===== src/rtl/flash_poll_pkg.sv =====
package flash_poll_pkg;
  typedef enum logic [1:0] {
    ST_IDLE  = 2'd0,
    ST_ISSUE = 2'd1,
    ST_WAIT  = 2'd2
  } poll_state_e;
endpackage


===== src/rtl/poll_status_eval.sv =====
module poll_status_eval #(
  parameter int DATA_W   = 8,
  parameter int POLL_BIT = 7,
  parameter int TOG_BIT  = 6
) (
  input  logic [DATA_W-1:0] rd_data_i,
  input  logic [DATA_W-1:0] exp_data_i,
  input  logic              erase_i,
  input  logic              toggle_mode_i,
  input  logic              prev_tog_i,
  input  logic              prev_vld_i,
  output logic              complete_o,
  output logic              final_ok_o
);
  logic [DATA_W-1:0] target;
  logic              pol_done;
  logic              tog_done;

  assign target   = erase_i ? {DATA_W{1'b1}} : exp_data_i;
  // erase reports 0 while busy, program reports inverted bit while busy
  assign pol_done = erase_i ? rd_data_i[POLL_BIT]
                            : (rd_data_i[POLL_BIT] == exp_data_i[POLL_BIT]);
  assign tog_done = prev_vld_i && (rd_data_i[TOG_BIT] == prev_tog_i);

  assign complete_o = toggle_mode_i ? tog_done : pol_done;
  assign final_ok_o = (rd_data_i == target);
endmodule


===== src/rtl/poll_read_counter.sv =====
module poll_read_counter #(
  parameter int CNT_W = 8
) (
  input  logic             clk_i,
  input  logic             rst_ni,
  input  logic             clr_i,
  input  logic [CNT_W-1:0] limit_i,
  input  logic             inc_i,
  output logic             hit_o
);
  logic [CNT_W-1:0] cnt_q;
  logic [CNT_W-1:0] limit_q;
  logic [CNT_W:0]   cnt_next;

  assign cnt_next = {1'b0, cnt_q} + {{CNT_W{1'b0}}, 1'b1};
  // this increment reaches the limit
  assign hit_o    = cnt_next >= {1'b0, limit_q};

  always_ff @(posedge clk_i or negedge rst_ni) begin
    if (!rst_ni) begin
      cnt_q   <= '0;
      limit_q <= '0;
    end else if (clr_i) begin
      cnt_q   <= '0;
      limit_q <= limit_i;
    end else if (inc_i && (cnt_q != {CNT_W{1'b1}})) begin
      cnt_q <= cnt_next[CNT_W-1:0];
    end
  end

  assert_limit_frozen_R8: assert property (@(posedge clk_i) disable iff (!rst_ni)
    !clr_i |=> $stable(limit_q));
endmodule


===== src/rtl/poll_confirm_track.sv =====
module poll_confirm_track #(
  parameter int CONFIRM_READS = 2
) (
  input  logic clk_i,
  input  logic rst_ni,
  input  logic clr_i,
  input  logic sample_i,
  input  logic complete_i,
  output logic confirming_o,
  output logic last_o
);
  localparam int NW = $clog2(CONFIRM_READS + 1);
  localparam logic [NW-1:0] LAST = NW'(CONFIRM_READS - 1);

  logic          active_q;
  logic [NW-1:0] n_q;

  always_ff @(posedge clk_i or negedge rst_ni) begin
    if (!rst_ni) begin
      active_q <= 1'b0;
      n_q      <= '0;
    end else if (clr_i) begin
      active_q <= 1'b0;
      n_q      <= '0;
    end else if (sample_i) begin
      if (!active_q) begin
        active_q <= complete_i;
        n_q      <= '0;
      end else if (!complete_i) begin
        active_q <= 1'b0;  // apparent result rejected, back to polling
        n_q      <= '0;
      end else if (n_q != LAST) begin
        n_q <= n_q + 1'b1;
      end
    end
  end

  assign confirming_o = active_q;
  assign last_o       = active_q && (n_q == LAST);

  assert_confirm_drop_R6: assert property (@(posedge clk_i) disable iff (!rst_ni)
    (sample_i && active_q && !complete_i && !clr_i) |=> !active_q);
endmodule


===== src/rtl/flash_done_poller.sv =====
module flash_done_poller
  import flash_poll_pkg::*;
#(
  parameter int DATA_W        = 8,
  parameter int CNT_W         = 8,
  parameter int POLL_BIT      = 7,
  parameter int TOG_BIT       = 6,
  parameter int CONFIRM_READS = 2
) (
  input  logic              clk_i,
  input  logic              rst_ni,
  input  logic              start_i,
  input  logic              erase_i,
  input  logic              toggle_mode_i,
  input  logic [DATA_W-1:0] exp_data_i,
  input  logic [CNT_W-1:0]  poll_limit_i,
  output logic              rd_req_o,
  input  logic              rd_valid_i,
  input  logic [DATA_W-1:0] rd_data_i,
  output logic              busy_o,
  output logic              done_o,
  output logic              pass_o,
  output logic              timeout_o
);
  poll_state_e       state_q;
  logic [DATA_W-1:0] exp_q;
  logic              erase_q;
  logic              tog_mode_q;
  logic              prev_tog_q;
  logic              prev_vld_q;
  logic              done_q;
  logic              pass_q;
  logic              to_q;

  logic accept;
  logic resp;
  logic complete;
  logic final_ok;
  logic hit;
  logic confirming;
  logic last;
  logic decide;
  logic give_up;

  assign accept = (state_q == ST_IDLE) && start_i;
  assign resp   = (state_q == ST_WAIT) && rd_valid_i;

  poll_status_eval #(
    .DATA_W  (DATA_W),
    .POLL_BIT(POLL_BIT),
    .TOG_BIT (TOG_BIT)
  ) u_eval (
    .rd_data_i    (rd_data_i),
    .exp_data_i   (exp_q),
    .erase_i      (erase_q),
    .toggle_mode_i(tog_mode_q),
    .prev_tog_i   (prev_tog_q),
    .prev_vld_i   (prev_vld_q),
    .complete_o   (complete),
    .final_ok_o   (final_ok)
  );

  poll_read_counter #(.CNT_W(CNT_W)) u_cnt (
    .clk_i  (clk_i),
    .rst_ni (rst_ni),
    .clr_i  (accept),
    .limit_i(poll_limit_i),
    .inc_i  (resp),
    .hit_o  (hit)
  );

  poll_confirm_track #(.CONFIRM_READS(CONFIRM_READS)) u_conf (
    .clk_i       (clk_i),
    .rst_ni      (rst_ni),
    .clr_i       (accept),
    .sample_i    (resp),
    .complete_i  (complete),
    .confirming_o(confirming),
    .last_o      (last)
  );

  assign decide  = resp && confirming && last && complete;
  assign give_up = resp && !decide && hit;

  always_ff @(posedge clk_i or negedge rst_ni) begin
    if (!rst_ni) begin
      state_q    <= ST_IDLE;
      exp_q      <= '0;
      erase_q    <= 1'b0;
      tog_mode_q <= 1'b0;
      prev_tog_q <= 1'b0;
      prev_vld_q <= 1'b0;
      done_q     <= 1'b0;
      pass_q     <= 1'b0;
      to_q       <= 1'b0;
    end else begin
      done_q <= 1'b0;
      unique case (state_q)
        ST_IDLE: begin
          if (start_i) begin
            exp_q      <= exp_data_i;
            erase_q    <= erase_i;
            tog_mode_q <= toggle_mode_i;
            prev_vld_q <= 1'b0;
            pass_q     <= 1'b0;
            to_q       <= 1'b0;
            state_q    <= ST_ISSUE;
          end
        end
        ST_ISSUE: state_q <= ST_WAIT;
        ST_WAIT: begin
          if (rd_valid_i) begin
            prev_tog_q <= rd_data_i[TOG_BIT];
            prev_vld_q <= 1'b1;
            if (decide) begin
              done_q  <= 1'b1;
              pass_q  <= final_ok;
              state_q <= ST_IDLE;
            end else if (give_up) begin
              done_q  <= 1'b1;
              to_q    <= 1'b1;
              state_q <= ST_IDLE;
            end else begin
              state_q <= ST_ISSUE;
            end
          end
        end
        default: state_q <= ST_IDLE;
      endcase
    end
  end

  assign rd_req_o  = (state_q == ST_ISSUE);
  assign busy_o    = (state_q != ST_IDLE);
  assign done_o    = done_q;
  assign pass_o    = pass_q;
  assign timeout_o = to_q;

  assert_req_pulse_R2: assert property (@(posedge clk_i) disable iff (!rst_ni)
    rd_req_o |=> !rd_req_o);
  assert_busy_on_start_R2: assert property (@(posedge clk_i) disable iff (!rst_ni)
    (start_i && !busy_o) |=> busy_o);
  assert_done_pulse_R9: assert property (@(posedge clk_i) disable iff (!rst_ni)
    done_o |=> !done_o);
  assert_pass_to_excl_R9: assert property (@(posedge clk_i) disable iff (!rst_ni)
    !(pass_o && timeout_o));
  assert_outcome_held_R9: assert property (@(posedge clk_i) disable iff (!rst_ni)
    (!busy_o && !start_i) |=> ($stable(pass_o) && $stable(timeout_o)));
  assert_start_ignored_R10: assert property (@(posedge clk_i) disable iff (!rst_ni)
    (busy_o && start_i) |=> ($stable(exp_q) && $stable(erase_q) && $stable(tog_mode_q)));
endmodule


===== config.mk =====
export PLATFORM = sky130hd
export DESIGN_NAME = flash_done_poller
export DESIGN_NICKNAME = d
export VERILOG_FILES = /design/src/rtl/flash_poll_pkg.sv /design/src/rtl/poll_status_eval.sv /design/src/rtl/poll_read_counter.sv /design/src/rtl/poll_confirm_track.sv /design/src/rtl/flash_done_poller.sv
export SDC_FILE = /design/constraint.sdc
export NUM_CORES = 1
export LEC_CHECK = 0
export ABC_AREA = 1
export CAP_MARGIN = 20
export CORE_MARGIN = 4
export CORE_UTILIZATION = 30
export CTS_BUF_LIST = sky130_fd_sc_hd__clkbuf_16
export CTS_CLUSTER_DIAMETER = 80
export DETAILED_ROUTE_END_ITERATION = 12
export SETUP_SLACK_MARGIN = 0.5
export SLEW_MARGIN = 20
export SYNTH_ARGS = -nofsm -noshare
export SYNTH_HDL_FRONTEND = slang
export SYNTH_SLANG_ARGS = --single-unit

===== constraint.sdc =====
create_clock -name clk_i -period 1.99 [get_ports clk_i]
set_input_delay 0.4975 -clock clk_i [delete_from_list [all_inputs] [get_ports clk_i]]
set_output_delay 0.4975 -clock clk_i [all_outputs]
set_load 0.01 [all_outputs]

==> run summary, run 1 <==
The run finished with clean final reports. The worst path uses 98.7% of the clock period. VDD sags by at most 0.000540 V. For the number of hold-repair buffers added at the cts stage, the log shows 0. TritonCTS built the clock tree. The number of cell rows is 28, and the flip-flop and latch area is 902 um^2. The number of different library cells used by synthesis comes to 28.

Timing would allow up to 509 MHz. For the count of max-cap constraint violations, the log shows 0. Dominant combinational cell family by area after synthesis: simple AND/OR/NAND/NOR gates.

The congestion estimate from routability-driven global placement came to 0.837. 35 I/O pins were placed. The arrival time at the worst endpoint was 2180 ps. The number of global-route vias before repair is 1705, and the relative max-transition margin is 69.6%. For the total count of hold-check failures in the final report, the log shows 0. Die footprint: 7770 um^2.

The critical path in this run is classified as reg2reg. The run gives 4470 um as the total length of routed wires. In the final layout, the multi-input gates occupy 1090 um^2.

Summing internal, switching and leakage power gives 3.35 mW. Count of fill cells added during filler insertion: 573. The area fraction in compound gates after synthesis is 7.99%. The run gives 1684 as the via count of the routed design. The average vias per placed instance is 4.47, and the post-synth net total is 279. The total clock buffers created by CTS was 5; the setup total negative slack was 0 ps. The total number of H-tree levels is 2, and the share of layout cells above drive strength 1 is 25.8%.

STA classifies the critical path endpoint as a register. Of the total synthesized cell area, the portion taken by full adders, half adders and majority gates is 6.49%. The tools report the number of antenna cells inserted as 0.

For the wire length of the first global-routing pass, the log shows 7630 um. For this design the ratio of total power to cell area is 1150 nW/um^2. Flop and latch count out of synthesis: 36. After global routing the overflow that remains totals 0. Of all flip-flops after synthesis, the portion carrying an async set or reset was 100%. The tools report the launch point of the critical path as u_cnt.cnt_q[0]. The clock-pin transition on the worst setup and hold timing paths is 50 ps. Of the post-synthesis cell area, the part taken by muxes is 0%. The routed design could run at a clock period as short as 1960 ps. The number of max-slew violations in the final report was 0; the setup slack at placement was -19.3 ps. The min-delay analysis places its worst path in the category reg2reg.

The startpoint of the most critical register-to-register path was u_cnt.cnt_q[0]. A synthesized cell averages 8.06 um^2. Leaving out fill and tap cells, the most frequent cells in the layout are 67 x sky130_fd_sc_hd__nand2_1, 35 x sky130_fd_sc_hd__dfrtp_1, 26 x sky130_fd_sc_hd__clkdlybuf4s50_1. The initial core utilization is 31.8%. The element type at the critical path start is a register. After detailed routing, the number of remaining DRC violations is 0. The maximum number of pins on one net before global-route repair was 37; the insertion delay of the later-clocked pin in the worst-skew pair was 280 ps. For the pin with the worst max-slew slack, the measured transition is 456 ps. Setup violations remaining at the end of the flow were counted as 0.

The placeable core region was 6060 um^2. Buffers placed on the I/O ports in this run total 34. In the post-synthesis netlist, the biggest area contributors are sky130_fd_sc_hd__dfrtp_1 47%, sky130_fd_sc_hd__nand2_1 16%, sky130_fd_sc_hd__ha_1 6.5%. Leaving out fill and tap cells, the most frequent cell in the layout is sky130_fd_sc_hd__nand2_1.

The first routing iteration left 69 violations. The worst path meets setup with 25.0 ps of slack. No sink is reached through more buffers than the 2 on the longest clock path. Summing every instance area after synthesis gives 1930 um^2.

The final net count was 342. During synthesis, Yosys emitted a total of 0 warnings. In this run the clock root is driven by a sky130_fd_sc_hd__clkbuf_16. The synthesized design spends more area on one cell type than any other, namely sky130_fd_sc_hd__dfrtp_1.

Worst min-delay path startpoint: prev_vld_q. The tools report the number of sinks handled by clock tree synthesis as 36. The predominant post-synthesis flop cell is sky130_fd_sc_hd__dfrtp_1.

After Yosys synthesis, and, or, nand and nor cells account for 27.6% of the synthesized area. The synthesized design contains 0 enable-type register cells. Data on the critical path is required at its endpoint by 2200 ps. For this design the static power due to leakage is 1.48 nW. The die span in x is 88.1 um, and the highest fanout seen on the critical path is 2.

Compared with the post-synthesis result, the final layout area differs by 50.8%. The total routing resource utilization after global routing is 12.8%, and the estimated wirelength of the detail-placed design is 3000 um. The xor/xnor cell area share of the yosys netlist was 4.55%; the portion of the post-synthesis area used by sequential elements was 46.8%.

The remaining antenna violation count after routing came out at 0. The floorplan step set the die height to 88.1 um. The total iterations of the first detailed-routing run is 4. Setup repair after global routing could not meet its margin everywhere.

The end-of-flow core utilization was 47.9%; the share of Yosys cell area claimed by the top area cell type was 46.8%. In the synthesized netlist, the number of instances is 239. The number of antenna violations at the first check in global routing is 0, and the worst hold margin is 472 ps. The routed length per placed instance is 11.8 um, and the setup skew after layout is 1.82 ps.
==> final timing paths <==
path | endpoint | slack (ps) | cells past startpoint
max in group asynchronous | erase_q | 1010 | 2
max | state_q[0] | 30 | 13
min | prev_vld_q | 470 | 2
max reg2reg | state_q[0] | 30 | 13
min in group asynchronous | exp_q[5] | 640 | 2
min reg2reg | prev_vld_q | 470 | 2
==> power by group <==
group / internal, mW / switching (mW)
logic: 0.651 / 0.827
registers: 0.983 / 0.164
clock network: 0.447 / 0.278
==> synthesized netlist by cell type, drive strengths merged (2+ instances only) <==
cell    count
inv        28
xor2        9
nor2       17
a21oi       5
dfrtp      36
ha         10
o21ai      20
nor3        3
nand3b      2
clkbuf      2
nand3      14
nand2      83
buf         2
==> stage by stage <==
| step | area (um^2) | std cells |
|---|---|---|
| after floorplan | 1930 | 239 |
| after global placement | 2400 | 349 |
| after detailed placement | 2400 | 349 |
| after CTS | 2720 | 370 |
| after global routing | 2910 | 377 |
| final | 2910 | 377 |
==> worst max-delay path, cell delays in order, from the launching register on <==
cell,delay [ps]
sky130_fd_sc_hd__dfrtp_1,410
sky130_fd_sc_hd__ha_4,180
sky130_fd_sc_hd__nand3_4,100
sky130_fd_sc_hd__xor2_2,180
sky130_fd_sc_hd__ha_1,320
sky130_fd_sc_hd__a21oi_1,170
sky130_fd_sc_hd__nand3_2,100
sky130_fd_sc_hd__nand2_1,80
sky130_fd_sc_hd__nand2_1,50
sky130_fd_sc_hd__nand2_1,60
sky130_fd_sc_hd__nand2_1,60
sky130_fd_sc_hd__nand2_2,70
sky130_fd_sc_hd__nand2_2,50
sky130_fd_sc_hd__nor2_1,80
==> logic make-up (layout without fill, tap and decap cells) <==
logic type | count (synthesis) | in the layout
DFF | 36 | 36
and+or+nand+nor | 121 | 121
buffers and inverters | 33 | 96
xor gates and xnor gates | 10 | 10
adders and majority gates | 10 | 10
AOI/OAI and AO/OA | 29 | 29
==> layout make-up <==
| cell class | count | share of cell area [%] |
|---|---|---|
| Multi-Input combinational cell | 170 | 37.5 |
| Timing Repair Buffer | 60 | 19.6 |
| Tap cell | 75 | 3.23 |
| Sequential cell | 36 | 31.1 |
| Inverter | 29 | 4.09 |
| Clock buffer | 5 | 4.31 |
| Clock inverter | 2 | 0.258 |
==> flip-flops by register name, summed over array words and instances (netlist names), 2 cells and up <==
name and cells:
exp_q 8, u_cnt.cnt_q 8, u_cnt.limit_q 8, state_q 2, u_conf.n_q 2
==> routing by layer <==
metal | GRT usage [%] | up-vias | part of all wire [%]
met5 | 0 | - | 0
met4 | 6.18 | 0 | 2.2
met3 | 2.35 | 8 | 3.2
met2 | 20.6 | 22 | 48
met1 | 16.5 | 769 | 46
li1 | - | 885 | -
==> timing repair <==
| item | CTS | global route |
|---|---|---|
| gates resized for setup | 36 | 34 |
| endpoints found under the setup margin | 17 | 18 |
| pin swaps | 14 | 16 |
| setup buffers | 14 | 7 |
Note: power is estimated with default switching activity, not from simulation.
==> run 2: changes to the inputs <==
--- a/config.mk
+++ b/config.mk
@@ -13,7 +13,6 @@
 export CTS_CLUSTER_DIAMETER = 80
 export DETAILED_ROUTE_END_ITERATION = 12
 export SETUP_SLACK_MARGIN = 0.5
-export SLEW_MARGIN = 20
 export SYNTH_ARGS = -nofsm -noshare
 export SYNTH_HDL_FRONTEND = slang
 export SYNTH_SLANG_ARGS = --single-unit
==> constraint.sdc (replaced) <==
create_clock -name clk_i -period 2.1 [get_ports clk_i]
set_input_delay 0.525 -clock clk_i [delete_from_list [all_inputs] [get_ports clk_i]]
set_output_delay 0.525 -clock clk_i [all_outputs]
set_load 0.01 [all_outputs]
==> run summary, run 2 (synthesized netlist as in run 1, its figures left out) <==
The count of max-cap constraint violations was 0 (unchanged); the share of layout cells above drive strength 1 was 18.3% (was 25.8%). The relative max-transition margin came out at 68.7% (was 69.6%). The run gives 31.8% (unchanged) as the initial core utilization. The die footprint was 7770 um^2 (unchanged). The tools report the clock tree root buffer cell as sky130_fd_sc_hd__clkbuf_16 (unchanged). The most common cell after layout, fill and taps aside was sky130_fd_sc_hd__nand2_1 (unchanged). The number of cells traversed by the worst hold path was 2 (unchanged); the insertion delay of the later-clocked pin in the worst-skew pair was 280 ps (about the same). Worst setup path category: reg2reg (unchanged).

The number of hold-repair buffers added at the cts stage was 0 (unchanged). Total length of routed wires: 4400 um (was 4470 um). The placer congestion estimate was 0.802 (was 0.837); the cell total after placement was 348 (was 349).

The number of I/O port buffers is 34 (unchanged), and the remaining antenna violation count after routing is 0 (unchanged). The number of max-slew violations in the final report is 0 (unchanged), and the post-route non-filler standard cell count is 365 (was 377). The worst vdd rail ir drop is 0.000510 V (was 0.000540 V). The element type at the critical path end was a register (unchanged). The total clock buffers created by CTS is 5 (unchanged). The total iterations of the first detailed-routing run was 4 (unchanged); the total I/O pin count was 35 (unchanged).

Number of sinks handled by clock tree synthesis: 36 (unchanged). The number of antenna cells inserted came out at 0 (unchanged). The final net count was 329 (was 342). The number of setup violations in the final report came out at 0 (unchanged). The launch point of the critical path is u_cnt.cnt_q[0] (unchanged). The clock share of power came out at 22.9% (was 21.6%). The worst setup slack for register-to-register paths is 180 ps (was 30 ps), and the total routing resource utilization after global routing is 12.5% (was 12.8%). The internal power component came out at 1.91 mW (was 2.08 mW).

The total count of hold-check failures in the final report is 0 (unchanged). Registers with the highest flip-flop counts: exp_q: 8 flops, u_cnt.cnt_q: 8 flops, u_cnt.limit_q: 8 flops (unchanged). The setup skew after layout was 5.07 ps (was 1.82 ps).

The maximum number of pins on one net before global-route repair was 37 (unchanged); the switching component of the power was 1.13 mW (was 1.27 mW). The worst-margin pin slew is 470 ps (was 456 ps), and the wire length of the first global-routing pass is 7530 um (was 7630 um). The worst min-delay path startpoint is prev_vld_q (unchanged).

The setup total negative slack was 0 ps (unchanged); the DRC violation count after routing was 0 (unchanged). The ratio of total power to cell area was 1130 nW/um^2 (was 1150 nW/um^2). The element type at the critical path start was a register (unchanged).

The leakage power of the design is 1.37 nW (was 1.48 nW). TritonCTS built the clock tree. The placeable core region is 6060 um^2 (unchanged), and the number of global-route vias before repair is 1645 (was 1705). The chip height was 88.1 um (unchanged). The run finished with clean final reports. The switching portion of total power came out at 37.2% (was 37.9%). The estimated wirelength of the detail-placed design is 3130 um (was 3000 um), and the global-route congestion overflow total is 0 (unchanged).

The final period demand of the worst path works out to 1920 ps (was 1960 ps). The tools report the capture point of the worst reg-to-reg path as state_q[0] (unchanged). The endpoint of the worst hold-timing path is prev_vld_q (unchanged). The clock-pin transition on the worst setup and hold timing paths was 60 ps (was 50 ps). The run gives 48 (was 69) as the first-iteration detailed-routing DRC count. The area growth from synthesis to final layout was 40.0% (was 50.8%); the highest clock frequency the design can meet was 521 MHz (was 509 MHz). Final critical-path share of the clock period: 91.4% (was 98.7%). The depth of the worst register-to-register path is 12 (was 13), and the number of antenna violations at the first check in global routing is 0 (unchanged). The sequential group share of total power is 36.0% (was 34.2%). The highest fanout seen on the critical path came out at 2 (unchanged). Setup repair after global routing could not meet its margin everywhere. The average vias per placed instance is 4.45 (was 4.47).

Commonest non-fill, non-tap cells in the layout: 73 x sky130_fd_sc_hd__nand2_1, 35 x sky130_fd_sc_hd__dfrtp_1, 27 x sky130_fd_sc_hd__clkdlybuf4s50_1 (was 67 x sky130_fd_sc_hd__nand2_1, 35 x sky130_fd_sc_hd__dfrtp_1, 26 x sky130_fd_sc_hd__clkdlybuf4s50_1). The total number of H-tree levels is 2 (unchanged), and the worst endpoint required time is 2310 ps (was 2200 ps). The startpoint of the most critical register-to-register path was u_cnt.cnt_q[0] (unchanged).

The die span in x is 88.1 um (unchanged). The arrival time at the worst endpoint was 2130 ps (was 2180 ps). The logs give 41.1% (was 44.1%) for the share of total power in combinational logic and 28 (unchanged) for the number of cell rows. The worst min-delay path class is reg2reg (unchanged).

The via count of the routed design is 1625 (was 1684). The routed length per placed instance works out to 12.1 um (was 11.8 um). The tools report the maximum clock insertion buffer count as 2 (unchanged).
run 2: worst max path at each step:
| stage | cells after the start | end |
|---|---|---|
| finish | 12 | state_q[0] |
| global placement | 14 | state_q[0] |
| global route | 15 | state_q[0] |
| CTS | 12 | state_q[0] |
| detailed placement | 12 | state_q[0] |
| floorplan | 14 | state_q[0] |
run 2: stage by stage:
step           setup WS, ps  power (mW)  hold slack (ps)  util, %  instance area, um^2
2_1_floorplan           268        1.81              229        -                 1930
6_report                180        3.04              477     44.5                 2700
3_3_place_gp            179        2.13              462     39.2                 2380
3_5_place_dp           68.1        2.16              466     39.2                 2380
4_1_cts                 114        2.97              482     42.7                 2590
5_1_grt                34.6        3.33              497     44.5                 2700
run 2: worst max-delay path, cell delays in order (launching register included):
cell and delay (ps):
sky130_fd_sc_hd__dfrtp_1 400, sky130_fd_sc_hd__ha_4 180, sky130_fd_sc_hd__nand3_4 100, sky130_fd_sc_hd__nor3_4 170
sky130_fd_sc_hd__xor2_1 200, sky130_fd_sc_hd__ha_1 270, sky130_fd_sc_hd__a21oi_1 140, sky130_fd_sc_hd__nand2_1 70
sky130_fd_sc_hd__nand2_1 50, sky130_fd_sc_hd__nand2_1 50, sky130_fd_sc_hd__nand2_2 80, sky130_fd_sc_hd__nand2_2 50
sky130_fd_sc_hd__nor2_1 90
run 2: routing by layer:
layer | part of all wire (%) | global-route usage [%] | vias to the layer above
met5 | 0 | 0 | -
met4 | 1.4 | 5.36 | 0
met3 | 3.9 | 2.35 | 5
met2 | 49 | 20.8 | 25
met1 | 45 | 15.9 | 744
li1 | - | - | 851
run 2: power groups by stage:
stage               Clock, mW  Sequential (mW)  Combinational (mW)
floorplan                   0             1.04               0.768
global placement            0             1.09                1.05
detailed placement          0             1.09                1.07
CTS                     0.715             1.08                1.17
global route            0.741             1.13                1.46
finish                  0.696             1.10                1.25
run 2: area by class of cell:
class | count | area, um^2
clock inverters | 3 | 15.0
fillers | 622 | 3360
clock buffers | 5 | 125
multi-input cells | 170 | 1010
well taps | 75 | 93.8
repair buffers | 47 | 443
inverters | 29 | 113
flip-flops and latches | 36 | 902
run 2: what timing repair did:
item                                    CTS  global route
buffers inserted                          7             2
resized for setup                        16            26
endpoints found under the setup margin   14            17
pin swaps                                 3             7
==> run 3: changes to the inputs <==
--- a/config.mk
+++ b/config.mk
@@ -12,6 +12,7 @@
 export CTS_BUF_LIST = sky130_fd_sc_hd__clkbuf_16
 export CTS_CLUSTER_DIAMETER = 80
 export DETAILED_ROUTE_END_ITERATION = 12
+export GPL_ROUTABILITY_DRIVEN = 0
 export SETUP_SLACK_MARGIN = 0.5
 export SYNTH_ARGS = -nofsm -noshare
 export SYNTH_HDL_FRONTEND = slang
==> results of run 3 <==
No change in the layout: final DEF, timing and power equal those of run 2.
